File: src/rtl/imm_alu_pkg.sv
// Package: shared encodings for the immediate-operand ALU.
// Assumes a 16-bit halfword with fixed field positions.
package imm_alu_pkg;

    localparam int INSTR_W   = 16;
    localparam int IMM_W     = 8;
    localparam int REG_CNT   = 8;
    localparam int IDX_W     = $clog2(REG_CNT);
    localparam int TAG_HI    = 15;
    localparam int TAG_LO    = 13;
    localparam int OP_HI     = 12;
    localparam int OP_LO     = 11;
    localparam int IDX_HI    = 10;
    localparam int IDX_LO    = 8;
    localparam logic [TAG_HI-TAG_LO:0] GROUP_TAG = 3'b001;

    typedef enum logic [1:0] {
        OP_MOV = 2'b00,
        OP_CMP = 2'b01,
        OP_ADD = 2'b10,
        OP_SUB = 2'b11
    } alu_op_e;

    typedef struct packed {
        logic n;
        logic z;
        logic c;
        logic v;
    } nzcv_t;

endpackage

File: src/rtl/imm_alu_decode.sv
// Module: imm_alu_decode
// Splits an instruction halfword into group check, operation,
// register index and immediate. Purely combinational.
// Assumes the layout fixed in imm_alu_pkg.
module imm_alu_decode
    import imm_alu_pkg::*;
(
    input  logic [INSTR_W-1:0] instr,
    output logic               legal,
    output alu_op_e            op,
    output logic [IDX_W-1:0]   idx,
    output logic [IMM_W-1:0]   imm
);

    // Field extraction and group-tag match.
    always_comb begin
        legal = (instr[TAG_HI:TAG_LO] == GROUP_TAG);
        op    = alu_op_e'(instr[OP_HI:OP_LO]);
        idx   = instr[IDX_HI:IDX_LO];
        imm   = instr[IMM_W-1:0];
    end

endmodule

File: src/rtl/imm_alu_regfile.sv
// Module: imm_alu_regfile
// Small register file: one asynchronous read port and one synchronous
// write port, cleared by synchronous active-low reset.
// Assumes a single writer; a write becomes readable the next cycle.
module imm_alu_regfile #(
    parameter int DATA_W = 32,
    parameter int DEPTH  = 8,
    localparam int AW    = $clog2(DEPTH)
) (
    input  logic              clk,
    input  logic              rst_n,
    input  logic              we,
    input  logic [AW-1:0]     waddr,
    input  logic [DATA_W-1:0] wdata,
    input  logic [AW-1:0]     raddr,
    output logic [DATA_W-1:0] rdata
);

    logic [DATA_W-1:0] mem [DEPTH];

    // Storage update: clear on reset, otherwise write the addressed row.
    always_ff @(posedge clk) begin
        for (int i = 0; i < DEPTH; i++) begin
            if (!rst_n)
                mem[i] <= '0;
            else if (we && (waddr == AW'(i)))
                mem[i] <= wdata;
        end
    end

    // Read mux.
    assign rdata = mem[raddr];

    // Per-row checks: a write lands, any other row holds.
    for (genvar g = 0; g < DEPTH; g++) begin : g_row_chk
        p_row_write_r10: assert property (@(posedge clk) disable iff (!rst_n)
            (we && waddr == AW'(g)) |=> (mem[g] == $past(wdata)));
        p_row_hold_r9: assert property (@(posedge clk) disable iff (!rst_n)
            !(we && waddr == AW'(g)) |=> $stable(mem[g]));
    end

endmodule

File: src/rtl/imm_alu_core.sv
// Module: imm_alu_core
// Computes the result and next flags for move/compare/add/subtract
// of a register value and a zero-extended immediate.
// Assumes rhs already zero-extended; combinational only.
module imm_alu_core
    import imm_alu_pkg::*;
#(
    parameter int DATA_W = 32,
    localparam int MSB   = DATA_W - 1
) (
    input  alu_op_e           op,
    input  logic [DATA_W-1:0] lhs,
    input  logic [DATA_W-1:0] rhs,
    input  nzcv_t             flags_cur,
    output logic [DATA_W-1:0] result,
    output nzcv_t             flags_nxt,
    output logic              writes
);

    logic [DATA_W:0]   sum_ext;
    logic [DATA_W-1:0] diff;
    logic              no_borrow;
    logic              add_ovf;
    logic              sub_ovf;

    // Shared arithmetic for all operations.
    always_comb begin
        sum_ext   = {1'b0, lhs} + {1'b0, rhs};
        diff      = lhs - rhs;
        no_borrow = (rhs <= lhs);
        add_ovf   = ((lhs ^ sum_ext[MSB:0]) & (rhs ^ sum_ext[MSB:0])) >> MSB != '0;
        sub_ovf   = ((lhs ^ diff) & (~rhs ^ diff)) >> MSB != '0;
    end

    // Operation select: result, write intent and flag rules.
    always_comb begin
        flags_nxt = flags_cur;
        result    = diff;
        writes    = 1'b1;
        unique case (op)
            OP_MOV: begin
                result      = rhs;
                flags_nxt.n = 1'b0;
                flags_nxt.z = (rhs == '0);
            end
            OP_ADD: begin
                result      = sum_ext[MSB:0];
                flags_nxt.n = sum_ext[MSB];
                flags_nxt.z = (sum_ext[MSB:0] == '0);
                flags_nxt.c = sum_ext[DATA_W];
                flags_nxt.v = add_ovf;
            end
            OP_CMP, OP_SUB: begin
                writes      = (op == OP_SUB);
                flags_nxt.n = diff[MSB];
                flags_nxt.z = (diff == '0);
                flags_nxt.c = no_borrow;
                flags_nxt.v = sub_ovf;
            end
            default: ;
        endcase
    end

endmodule

File: src/rtl/imm_alu_top.sv
// Module: imm_alu_top
// Executes one immediate-operand move/compare/add/subtract per cycle
// against an internal eight-entry register file, holding NZCV flags.
// Assumes instr is stable around the clock edge where instr_valid is high.
module imm_alu_top
    import imm_alu_pkg::*;
#(
    parameter int DATA_W = 32
) (
    input  logic              clk,
    input  logic              rst_n,
    input  logic              instr_valid,
    input  logic [15:0]       instr,
    output logic              illegal,
    output logic              wb_en,
    output logic [2:0]        wb_idx,
    output logic [DATA_W-1:0] wb_data,
    output logic              flag_n,
    output logic              flag_z,
    output logic              flag_c,
    output logic              flag_v
);

    logic              legal;
    alu_op_e           op;
    logic [IDX_W-1:0]  idx;
    logic [IMM_W-1:0]  imm;
    logic [DATA_W-1:0] imm_ext;
    logic [DATA_W-1:0] rd_data;
    logic [DATA_W-1:0] result;
    logic              writes;
    logic              accept;
    nzcv_t             flags_q;
    nzcv_t             flags_nxt;

    imm_alu_decode u_dec (
        .instr (instr),
        .legal (legal),
        .op    (op),
        .idx   (idx),
        .imm   (imm)
    );

    imm_alu_regfile #(.DATA_W(DATA_W), .DEPTH(REG_CNT)) u_rf (
        .clk   (clk),
        .rst_n (rst_n),
        .we    (wb_en),
        .waddr (idx),
        .wdata (result),
        .raddr (idx),
        .rdata (rd_data)
    );

    imm_alu_core #(.DATA_W(DATA_W)) u_core (
        .op        (op),
        .lhs       (rd_data),
        .rhs       (imm_ext),
        .flags_cur (flags_q),
        .result    (result),
        .flags_nxt (flags_nxt),
        .writes    (writes)
    );

    // Accept, write-back and illegal indication for this cycle.
    always_comb begin
        imm_ext = DATA_W'(imm);
        accept  = instr_valid && legal;
        illegal = instr_valid && !legal;
        wb_en   = accept && writes;
        wb_idx  = idx;
        wb_data = result;
    end

    // Flag register: cleared on reset, loaded on each accepted instruction.
    always_ff @(posedge clk) begin
        if (!rst_n)
            flags_q <= '0;
        else if (accept)
            flags_q <= flags_nxt;
    end

    assign flag_n = flags_q.n;
    assign flag_z = flags_q.z;
    assign flag_c = flags_q.c;
    assign flag_v = flags_q.v;

    p_reset_clear_r1: assert property (@(posedge clk)
        !rst_n |=> (flags_q == '0));
    p_illegal_frozen_r2: assert property (@(posedge clk) disable iff (!rst_n)
        illegal |=> $stable(flags_q));
    p_illegal_no_wb_r2: assert property (@(posedge clk) disable iff (!rst_n)
        illegal |-> !wb_en);
    p_mov_keeps_cv_r3: assert property (@(posedge clk) disable iff (!rst_n)
        (accept && op == OP_MOV) |=> (!flags_q.n && flags_q.c == $past(flags_q.c)
                                      && flags_q.v == $past(flags_q.v)));
    p_cmp_no_wb_r4: assert property (@(posedge clk) disable iff (!rst_n)
        (op == OP_CMP) |-> !wb_en);
    p_sub_inverse_r8: assert property (@(posedge clk) disable iff (!rst_n)
        (accept && (op == OP_SUB || op == OP_CMP)) |-> (wb_data + imm_ext == rd_data));
    p_add_carry_r7: assert property (@(posedge clk) disable iff (!rst_n)
        (accept && op == OP_ADD) |=> (flags_q.c == ($past(wb_data) < $past(rd_data))));
    p_idle_hold_r9: assert property (@(posedge clk) disable iff (!rst_n)
        !instr_valid |=> $stable(flags_q));

endmodule

File: config.mk
export PLATFORM = sky130hd
export DESIGN_NAME = imm_alu_top
export DESIGN_NICKNAME = d
export VERILOG_FILES = /design/src/rtl/imm_alu_pkg.sv /design/src/rtl/imm_alu_decode.sv /design/src/rtl/imm_alu_regfile.sv /design/src/rtl/imm_alu_core.sv /design/src/rtl/imm_alu_top.sv
export SDC_FILE = /design/constraint.sdc
export NUM_CORES = 1
export LEC_CHECK = 0
export BUFFER_PORTS_ARGS = -buffer_cell sky130_fd_sc_hd__buf_2
export CAP_MARGIN = 20
export CORE_MARGIN = 2
export CORE_UTILIZATION = 35
export DETAILED_ROUTE_END_ITERATION = 10
export GPL_ROUTABILITY_DRIVEN = 0
export GPL_TIMING_DRIVEN = 0
export HOLD_SLACK_MARGIN = 0.05
export SYNTH_ARGS = -nofsm -noshare
export SYNTH_HDL_FRONTEND = slang
export SYNTH_HIERARCHICAL = 1
export SYNTH_SLANG_ARGS = --single-unit
File: constraint.sdc
create_clock -name clk -period 5.1 [get_ports clk]
set_input_delay 0 -clock clk [delete_from_list [all_inputs] [get_ports clk]]
set_output_delay 0 -clock clk [all_outputs]
set_load 0.03 [all_outputs]
# Word level (Yosys, flattened, before mapping)
# Memories as Yosys holds them, arrays and structs flattened.
# Cells that the tools add are included.
totals:
  wordCells: 91
  inputBits: 19
  out_inout_bits: 41
  regBits: 4
  ram_bits: 256
  memories: 1
op_classes:
  n_addsub: 2
  mux: 37
  n_reduce_logical: 20
  n_lt_le_gt_ge: 1
  bitwise: 15
  eq_ne: 11
memory_table:
  columns: ["memory", "words", "width", "rd", "rd_ports_with_merged_regs", "wr", "line", "text"]
  rows:
  - ["u_rf.mem", 8, 32, 1, 0, 8, "imm_alu_regfile.sv:19", "logic [DATA_W-1:0] mem [DEPTH];"]
op_table:
  columns: ["operator", "n"]
  rows:
  - ["$mux 32", 8]
  - ["$logic_not 32->1", 3]
  - ["$xor 32x32->32", 3]
  - ["$and 32x32->32", 2]
  - ["$pmux 32 s2", 1]
  - ["$add 32x8->33", 1]
  - ["$le 8x32->1", 1]
  - ["$not 8->32", 1]
  - ["$sub 32x8->32", 1]
  - ["$xor 8x32->32", 1]
  - ["$mux 1", 26]
  - ["$eq 3x3->1 const B", 4]
  - ["$logic_and 1x1->1", 11]
  - ["$or 1x1->1", 8]
  - ["$eq 3x1->1 const B", 2]
  - ["$eq 3x2->1 const B", 2]
  - ["$pmux 2 s3", 1]
  - ["$eq 2x2->1 const B", 2]
  - ["$pmux 2 s2", 1]
  - ["$logic_not 3->1", 1]
  - ["$eq 2x1->1 const B", 1]
  - ["$logic_not 2->1", 1]
  - ["$reduce_and 2->1", 1]
  - ["$reduce_bool 2->1", 1]
  - ["2 further kinds", 2]

# Depth between registers and ports, before layout
depth:
  depth_word: 9
  depth_mapped: 20
  ltp_nobuf: 17

# Modules after synthesis
# The synthesis kept the hierarchy.
by_module_without_submodules:
  columns: ["mod", "cells_per_inst", "seq_area_each_um2", "instances", "area_each_um2"]
  rows:
  - ["imm_alu_regfile", 731, 7687.4, 1, 11462.2]
  - ["imm_alu_core", 819, 0.0, 1, 5308.8]
  - ["imm_alu_top", 21, 80.1, 1, 170.2]
  - ["imm_alu_decode", 14, 0.0, 1, 110.1]

# Least setup slack after synthesis
# OpenSTA, ideal clock, no wires.
synth_timing:
  path_type: "input to register"
  startpoint: "input port instr[8]"
  endpoint: "memory u_rf.mem[0][30], data pin"
  path_slack_ns: 0.166
  path_buffers: 4
  path_stages: 18
  t_required_ns: 4.940
  arrival_ns: 4.773
  setup_time_ns: 0.160
  cell_sequence: "buf_4 -> buf_6 -> buf_6 -> mux4_1 -> mux2_2 -> ha_1 -> buf_2 -> or2_0 -> a21oi_2 -> a211oi_1 -> nor4_1 -> nor2_1 -> a31oi_1 -> o21ai_0 -> xnor2_1 -> o21ai_0 -> clkinv_1 -> nor3_1"
synth_lines:
  columns: ["element", "line", "text"]
  rows:
  - ["start, declared", "imm_alu_top.sv:13", "input logic [15:0] instr,"]
  - ["end, declared", "imm_alu_regfile.sv:19", null]

==> results by group <==
Run status
  – Status: complete, but fails checks
  – Failing checks: negative setup slack

Finish
  – Fin cells: 2,397
  – Filler cell count: 4,577
  – Antenna diodes: 0
  – Layout net count: 1,854
  – Footprint of the multi-input gates: 0.00881 mm^2
  – Share of layout cells above drive strength 1: 14.0%
  – Area grow syn2layout: 15.2%
  – Register area: 0.00777 mm^2

STA
  – Fmax: 0.196 GHz
  – Worst slew pin tran: 1.13 ns
  – Minimum clock period: 5.11 ns
  – Rel. slew slack: 24.5%
  – Max-slew violation count: 0
  – Final period util: 100%
  – Fin Clk Skew: 0.0289 ns
  – Final worst slack: -0.00903 ns
  – RSZ-0062 raised after global routing: true
  – Final setup vio count: 1
  – Final hold violation count: 0

Worst setup path
  – CP required: 5.58 ns
  – Worst setup SP type: register
  – Crit path max fanout: 5
  – Worst EP arrival: 5.59 ns
  – Crit. End Element: register
  – Critical path type: register to register
  – Critical Path Source: u_rf/mem[0][0]
  – RR Startpoint: u_rf/mem[0][0]

Drt
  – Post-route ant nets: 0
  – Total wire length: 56,600 um
  – Router iterations before antenna repair: 5
  – Initial drt markers: 1,517
  – Drt wl/cell: 23.6 um
  – Detailed-route via count: 14,200
  – Vias per Instance: 5.94
  – DRC errors left: 0

GRT
  – Vias in the first global route: 13,700
  – GRT Util Overall: 22.0%
  – Initial antenna violation count: 0
  – Total global routing overflow: 0
  – First-pass GRT wire length: 83,800 um
  – Largest net degree at the start of global routing: 24

CTS
  – Clock sink count: 260
  – Clock root buffer: clkbuf_16
  – H-tree levels: 1
  – CTS Buffer Depth: 3
  – Number of CTS-inserted buffers: 25
  – TritonCTS clock tree: done
  – Clock Latency Late Sink: 0.55 ns
  – CTS clock-pin slew for the worst setup and hold paths: 0.07 ns

Worst hold path
  – Hold wc startpoint: instr[9]
  – Hold Crit Class: input pin to register

Synth
  – Synth area leaders: edfxtp_1, nor3_1, mux4_1
  – Top cell type's share of synthesized area: 45.1%
  – Ys flop type: edfxtp_1
  – Synth warn: 6
  – Mean area per synthesized cell: 10.8 um^2
  – Top cell type by total area after synthesis: edfxtp_1
  – Synth Register Bits: 260
  – Async set or reset register ratio after synthesis: 0%
  – EDFF count, synth: 256
  – Syn Inst Count: 1,585
  – Synth cell types: 89
  – Seq/Total Area, Yosys: 45.6%
  – Mapped Area: 0.0171 mm^2

Place
  – Pre-CTS WS: -0.973 ns
  – Detailed Place HPWL: 41,400 um
  – Placed insts: 2,345
  – Port bufs: 45

Floorplanning
  – Row Count: 80
  – Full die area: 0.0505 mm^2
  – Die width: 225 um
  – Starting Density: 35.6%
  – Core footprint: 0.0479 mm^2
  – Top Ports: 60
  – Die height: 225 um

Job
  – Max_cap viols: 0

Power and ir drop
  – Max VDD drop: 216 uV
  – Tot Pwr: 6.11 mW
  – PwrDens: 311 mW/mm^2
  – Leakage power: 7.05 nW
## critical path: stages, from the launching register on
cell,delay (ns)
edfxtp_1,0.37
mux4_1,0.56
mux2_2,0.35
ha_1,0.23
inv_1,0.07
fa_1,0.31
o21bai_4,0.12
a211oi_4,0.38
o21ai_0,0.18
xnor2_1,0.34
nand3_1,0.19
or4_1,0.52
or4_1,0.51
nor4_2,0.35
nand4_1,0.20
nand2_1,0.16
nand4_1,0.10
o21ai_1,0.09
## worst paths after layout
check,endpoint,slack (ns),depth (start not counted)
max reg2reg,flag_z,-0.009,17
max,flag_z,-0.009,17
min,u_rf/mem[6][15],0.29,4
min reg2reg,flag_z,0.47,2
## kinds of logic (layout without fill, tap and decap cells)
family / after synthesis / after routing / synth area share, %
AOI/OAI and AO/OA: 321 / 321 / 12.7
xor gates and xnor gates: 37 / 37 / 1.90
adders and majority gates: 66 / 66 / 4.93
buffers and inverters: 243 / 348 / 6.13
DFF: 260 / 260 / 45.6
muxes: 108 / 108 / 12.2
other: 1 / 93 / 0.0220
and+or+nand+nor: 549 / 549 / 16.6
## cell type report
type	count	area share [%]
buffer	140	3.40
clock buffer	35	3.48
clock inverter	5	0.261
inverter	103	1.98
multi-input combinational	1174	44.8
sequential	260	39.5
tap	615	3.92
timing repair buffer	65	2.59
## routing by layer
layer | GRT usage [%] | part of all wire [%]
met3 | 2.46 | 7.9
met4 | 8.05 | 3.5
met2 | 36.7 | 48
met1 | 29.5 | 41
met5 | 0 | 0
## cell usage in the layout (no fill, tap or decap), types with 25 or more instances in the layout
cell         n
a21oi_1     79
buf_2       50
buf_4       26
clkbuf_1    86
clkbuf_16   25
clkinv_1    28
conb_1      93
edfxtp_1   256
ha_1        64
inv_1       69
mux2_2      35
mux4_1      40
nand2_1     57
nor2_1      64
nor3_1     278
o21ai_0     48
xnor2_1     30
## cells in the mapped netlist (30+ instances only)
library cell	instances
edfxtp_1	256
mux4_1	40
nor2_1	64
ha_1	64
xnor2_1	30
a21oi_1	82
o21ai_0	63
inv_1	69
mux2_2	35
clkbuf_1	85
clkinv_1	32
nor3_1	278
nand2_1	57
## sequential cells by signal (all words and copies together) (netlist names)
| signal | flops |
|---|---|
| u_rf/mem | 256 |
| flag_n | 1 |
| flag_c | 1 |
| flag_z | 1 |
| flag_v | 1 |
## metrics by stage
stage | cell area (um^2) | hold WS (ns) | util, % | TNS (ns)
2_1_floorplan | 17400 | 0.151 | - | 0
3_3_place_gp | 18400 | 0.311 | 38.4 | -473.36
3_5_place_dp | 18700 | 0.311 | 38.9 | -54.10
4_1_cts | 19500 | 0.287 | 40.7 | 0
5_1_grt | 19600 | 0.320 | 41.0 | -0.229
6_report | 19600 | 0.293 | 41.0 | -0.00903
## where the power goes
| part | internal [mW] | switching (mW) |
|---|---|---|
| registers | 2.41 | 0.0180 |
| logic | 0.593 | 1.34 |
| clock network | 0.974 | 0.773 |
## what timing repair did
action | CTS | global route
gates cloned | 0 | 0
pin swaps | 3 | 5
buffers inserted | 0 | 6
gates resized for setup | 23 | 32
endpoints found under the hold margin | 4 | 0
setup endpoints to repair | 72 | 86
hold buffers | 6 | 0
No activity file was read; power rests on OpenSTA's default activity.
